--- src/rtl/irq_hub.sv ---
module irq_hub #(
  parameter int           AW        = 8,
  parameter int           PC_W      = 12,
  parameter logic [AW-1:0] FLAG_ADDR = 8'hC8,
  parameter logic [AW-1:0] EN_ADDR   = 8'hC9,
  parameter logic [AW-1:0] CTRL_ADDR = 8'hCA,
  parameter int           GIE_BIT   = 7,
  parameter int           VECTOR    = 8
) (
  input  logic            clk,
  input  logic            rst_n,
  input  logic            bus_wr,
  input  logic [AW-1:0]   bus_addr,
  input  logic [7:0]      bus_wdata,
  output logic [7:0]      bus_rdata,
  input  logic            tmr_a_evt,
  input  logic            tmr_b_evt,
  input  logic [1:0]      pin_n,
  input  logic            insn_boundary,
  input  logic            reti_exec,
  output logic            irq_req,
  output logic            irq_take,
  output logic [PC_W-1:0] vec_addr,
  output logic            wake_req
);

  localparam int         NPIN     = 2;
  localparam logic [7:0] SRC_MASK = 8'b0110_0011;

  logic [7:0]      en_q, flag_q, evt, clr;
  logic            gie_q;
  logic [NPIN-1:0] sync1, sync2, prev, fall;

  for (genvar i = 0; i < NPIN; i++) begin : g_pin
    always_ff @(posedge clk) begin
      if (!rst_n) begin
        sync1[i] <= 1'b1;
        sync2[i] <= 1'b1;
        prev[i]  <= 1'b1;
      end else begin
        sync1[i] <= pin_n[i];
        sync2[i] <= sync1[i];
        prev[i]  <= sync2[i];
      end
    end
    assign fall[i] = prev[i] & ~sync2[i];
  end

  logic wr_en, wr_flag, wr_ctrl;
  assign wr_en   = bus_wr && (bus_addr == EN_ADDR);
  assign wr_flag = bus_wr && (bus_addr == FLAG_ADDR);
  assign wr_ctrl = bus_wr && (bus_addr == CTRL_ADDR);

  assign evt = {1'b0, tmr_b_evt, tmr_a_evt, 3'b000, fall};
  assign clr = wr_flag ? ~bus_wdata : 8'h00;

  always_ff @(posedge clk) begin
    if (!rst_n) begin
      en_q   <= 8'h00;
      flag_q <= 8'h00;
    end else begin
      if (wr_en) en_q <= bus_wdata & SRC_MASK;
      flag_q <= (evt | (flag_q & ~clr)) & SRC_MASK;
    end
  end

  assign irq_req  = gie_q && |(flag_q & en_q);
  assign irq_take = irq_req && insn_boundary;
  assign vec_addr = PC_W'(VECTOR);

  always_ff @(posedge clk) begin
    if (!rst_n)         gie_q <= 1'b0;
    else if (irq_take)  gie_q <= 1'b0;
    else if (reti_exec) gie_q <= 1'b1;
    else if (wr_ctrl)   gie_q <= bus_wdata[GIE_BIT];
  end

  always_comb begin
    bus_rdata = 8'h00;
    if (bus_addr == EN_ADDR)   bus_rdata = en_q;
    if (bus_addr == FLAG_ADDR) bus_rdata = flag_q;
    if (bus_addr == CTRL_ADDR) bus_rdata[GIE_BIT] = gie_q;
  end

  assign wake_req = |(fall & en_q[NPIN-1:0]);

endmodule


--- config.mk ---
export PLATFORM = sky130hd
export DESIGN_NAME = irq_hub
export DESIGN_NICKNAME = d
export VERILOG_FILES = /design/src/rtl/irq_hub.sv
export SDC_FILE = /design/constraint.sdc
export NUM_CORES = 1
export LEC_CHECK = 0
export BUFFER_PORTS_ARGS = -buffer_cell sky130_fd_sc_hd__buf_2
export CAP_MARGIN = 20
export CORE_ASPECT_RATIO = 1.25
export CORE_MARGIN = 4
export CORE_UTILIZATION = 42
export CTS_CLUSTER_SIZE = 14
export DETAILED_ROUTE_END_ITERATION = 10
export PLACE_DENSITY = 0.87
export SYNTH_ARGS = -nofsm -noshare
export SYNTH_HDL_FRONTEND = slang
export SYNTH_SLANG_ARGS = --single-unit
--- constraint.sdc ---
create_clock -name clk -period 2 [get_ports clk]
set_input_delay 0.4 -clock clk [delete_from_list [all_inputs] [get_ports clk]]
set_output_delay 0.4 -clock clk [all_outputs]
set_load 0.02 [all_outputs]
==> Word-level counts from Yosys, hierarchy flattened <==
Index checks and enable logic that the tools add are counted.
{ "totals": {"register_bits": 15, "inputBits": 25, "out_inout_bits": 23, "elab_cells": 38} }
{ "classes": {"eq_ne": 3, "muxes": 6, "n_bitwise": 11, "n_reduce_logical": 9} }
{ "ops": {"columns": ["cell", "count"], "rows": [
  ["$eq A8 B8 Y1 const B", 3],
  ["$mux W7", 3],
  ["$and A7 B7 Y7", 2],
  ["$not A7 Y7", 2],
  ["$reduce_or A8 Y1", 1],
  ["$or A7 B7 Y7", 1],
  ["$logic_and A1 B1 Y1", 5],
  ["$reduce_or A2 Y1", 2],
  ["$mux W1", 3],
  ["$not A1 Y1", 3],
  ["$and A1 B1 Y1", 2],
  ["$and A2 B2 Y2", 1],
  ["$reduce_bool A2 Y1", 1]
]} }

==> Depth between registers and ports, before layout <==
{ "depth": {"ltp_word": 6, "mapped_depth": 4} }

==> Least setup slack after synthesis <==
No wires, ideal clock.
{ "synth_timing": {"kind": "input port to output port", "start": "input bus_addr[5]", "end": "output bus_rdata[7]", "arrival_ns": 1.623, "required_time_ns": 1.600, "path_slack_ns": -0.023, "stages": 3, "n_path_buf": 1, "path_cell_list": "or4b_1 > buf_2 > nor3_1"} }
{ "synth_via": {"elab_chain_cells": 2} }
{ "synth_lines": {"columns": ["element", "line", "source"], "rows": [
  ["start: declaration", "13", "input logic [AW-1:0] bus_addr,"],
  ["$eq A8 B8 Y1", "82", "if (bus_addr == CTRL_ADDR) bus_rdata[GIE_BIT] = gie_q;"],
  ["$mux W1", "82", null],
  ["end: declaration", "15", "output logic [7:0] bus_rdata,"]
]} }
Every way passes these cells.

==> Worst setup path after layout <==
Ends and elaborated chain as after synthesis.

==> results.tsv <==
metric	value	unit
ys_seq_area_share	35.56	%
synth_top_family_by_area	simple AND/OR/NAND/NOR gates	
synth-compound-area-share	18.96	%
ant_nets	0	
cp_max_fo	3	
root_buffer	clkbuf_4	
leakagePower	0.4505	nW
critical_path_class	in -> out	
r2r-start	flag_q[1]	
die_area	0.002797	mm²
h-tree-depth	1	
synth-simple-area-share	22.81	%
cp_slowest_cell	or4b_1	
min_period	1.862	ns
clk_pin_slew	0.10	ns
fp.dieW	48.11	µm
status	finished, final reports clean	
overflow	0	
rsz0062_at_grt	no	
cts_tree	done	
r2r_setup_slack	0.95	ns
worstSetupStartpoint	bus_addr[5]	
initial_utilization	46.17	%
cap_violations	0	
synth_adder_area_share	0	%
ys_ff_latch	15	
final_nets	156	
postCtsResizedCells	0	
die_y	58.14	µm
core_area	0.001829	mm²
whs	0.2951	ns
tns	0	ns
viasPerCell	5.121	
drc	0	
path_delay_family	simple AND/OR/NAND/NOR gates	
worst_setup_path_end_kind	output pin	
grtUsageTotal	12.88	%
num_vias	763	
yosysWarnings	0	
synth_area	844.6	µm²
fin_util	54.17	%
ios	48	
cts_buffer_depth	2	
yosys-mux-area-fraction	4.741	%
n_antenna_cell	0	
hold_viol	0	
crit_path_end	bus_rdata[7]	
post_synth_xor_area_fraction	0	%
cp-start-kind	primary input	
worstHoldPathType	in -> reg	
finalCritPeriodShare	93.08	%
grt_max_degree	11	
crit_cells	4	
power.density	589.2	mW/mm²
grt_pass1_vias	676	
drt-pass1-iter-count	4	
antenna_found_initial	0	
cts_buffers	3	
area_delta_synth_final	17.33	%
worst-path-buf-inv	2	
syn_avg_cell_area	8.531	µm²
place.gp.congestion	0.8629	
fin_skew	0.01177	ns
drt-initial-drc-count	7	
synth_cells	99	
clock_latency	0.28	ns
setup_viol_count_final	0	
report.final.slew_viol_count	0	
fmax	537.2	MHz
rows	17	
numPortBuffers	29	
dp_hpwl	1519	µm
path_cells	buf_2 > or4b_1 > nor3_2 > buf_2	
ir_drop	407.9	µV
crit_arrival	1.46	ns
required	1.60	ns
wirelength	1838	µm
rr_endpoint	gie_q	
cts_hold_buf	0	
r2r_cells	3	
final_layout_size_suffix_gt1_share	29.23	%
cp_common_cell	buf_2	
wire_per_inst	12.34	µm
grt_pass1_wl	2697	µm
cts.sinks	15	
post_cts_buffers	0	
max_stage_delay	0.58	ns
synth_cell_types	28	
-- cell usage in the layout (no fill, tap or decap), types with 2 or more instances in the layout --
| cell type | Yosys | layout |
|---|---|---|
| mux2i_1 | 4 | 4 |
| a21oi_1 | 8 | 8 |
| a22o_1 | 2 | 2 |
| o31ai_1 | 6 | 6 |
| clkbuf_4 | 0 | 3 |
| or3b_2 | 2 | 2 |
| buf_4 | 15 | 2 |
| inv_1 | 6 | 6 |
| nand2b_1 | 9 | 9 |
| nand3b_1 | 2 | 2 |
| buf_2 | 1 | 29 |
| o41ai_1 | 2 | 2 |
| conb_1 | 2 | 15 |
| nand4_1 | 4 | 4 |
| nand2_1 | 4 | 4 |
| dfxtp_1 | 15 | 15 |
| nor2_1 | 4 | 4 |
-- flip-flops by register name (all words and copies together), names as in the netlist --
| register | cells |
|---|---|
| flag_q | 4 |
| gie_q | 1 |
| sync1 | 2 |
| en_q | 4 |
| sync2 | 2 |
| prev | 2 |
-- cell families after synthesis --
logic type / count (synthesis)
flops: 15
other cells: 2
mux: 4
compound gates: 23
simple gates: 32
buf+inv: 23
-- through the flow --
step | power (mW) | cells | setup WS (ns) | cell area, µm²
finish | 0.5839 | 149 | 0.1384 | 991.0
global route | 0.6171 | 149 | 0.09807 | 991.0
CTS | 0.5919 | 149 | 0.1315 | 991.0
detailed placement | 0.4173 | 145 | 0.1271 | 960.9
global placement | 0.4141 | 145 | 0.1389 | 960.9
floorplan | 0.4035 | 112 | 0.1046 | 898.4
-- worst reg2reg max path: cells and delay by family, from the launching register on --
family | cells | cell delay, ns
AO/OA/AOI/OAI | 3 | 0.67
flip-flops | 1 | 0.34
-- final cells by class --
class	count	area, µm²
Tap cell	19	23.77
Clock inverter	1	7.507
Inverter	6	22.52
Multi-Input combinational cell	74	454.2
Sequential cell	15	300.3
Fill cell	170	838.3
Timing Repair Buffer	31	160.2
Clock buffer	3	22.52
-- worst min path at each step --
stage | to | slack, ns | from | cells past startpoint
2_1_floorplan | sync2[0] | 0.39 | sync1[0] | 1
3_3_place_gp | sync2[1] | 0.39 | sync1[1] | 1
5_1_grt | sync1[1] | 0.29 | pin_n[1] | 2
6_report | sync1[1] | 0.30 | pin_n[1] | 2
3_5_place_dp | sync2[0] | 0.40 | sync1[0] | 1
4_1_cts | sync1[1] | 0.28 | pin_n[1] | 2
-- per-layer routing --
metal / part of all wire, % / GRT usage, %
met5: 0 / 0
met4: 0 / 3.462
met3: 11 / 2.795
met2: 53 / 22.87
met1: 36 / 14.74
-- where the power goes --
group	internal (mW)	total (mW)	switching [mW]
clock network	0.0758	0.172	0.0964
registers	0.310	0.317	0.00694
logic	0.0340	0.0949	0.0609
-- synthesized netlist by cell type --
cell / number / area, µm²
or4b_1: 1 / 10.01
nand2b_1: 9 / 56.30
mux2i_1: 4 / 40.04
nor2_1: 4 / 15.01
and3b_1: 1 / 8.760
conb_1: 2 / 7.510
o22ai_1: 1 / 6.260
o211ai_1: 1 / 7.510
o21a_1: 1 / 7.510
nand3_1: 1 / 5.000
a22o_1: 2 / 17.52
o311a_1: 1 / 10.01
a21oi_1: 8 / 40.04
inv_1: 6 / 22.52
nand3b_1: 2 / 15.01
nand4_1: 4 / 25.02
nand2_1: 4 / 15.01
o31ai_1: 6 / 45.04
o31a_1: 1 / 8.760
buf_2: 1 / 5.000
buf_4: 15 / 112.6
dfxtp_1: 15 / 300.3
or3b_2: 2 / 17.52
nor4b_1: 1 / 8.760
o41ai_1: 2 / 17.52
nor3_1: 2 / 10.01
and2_1: 1 / 6.260
clkbuf_1: 1 / 3.750
No activity file was read; power rests on OpenSTA's default activity.
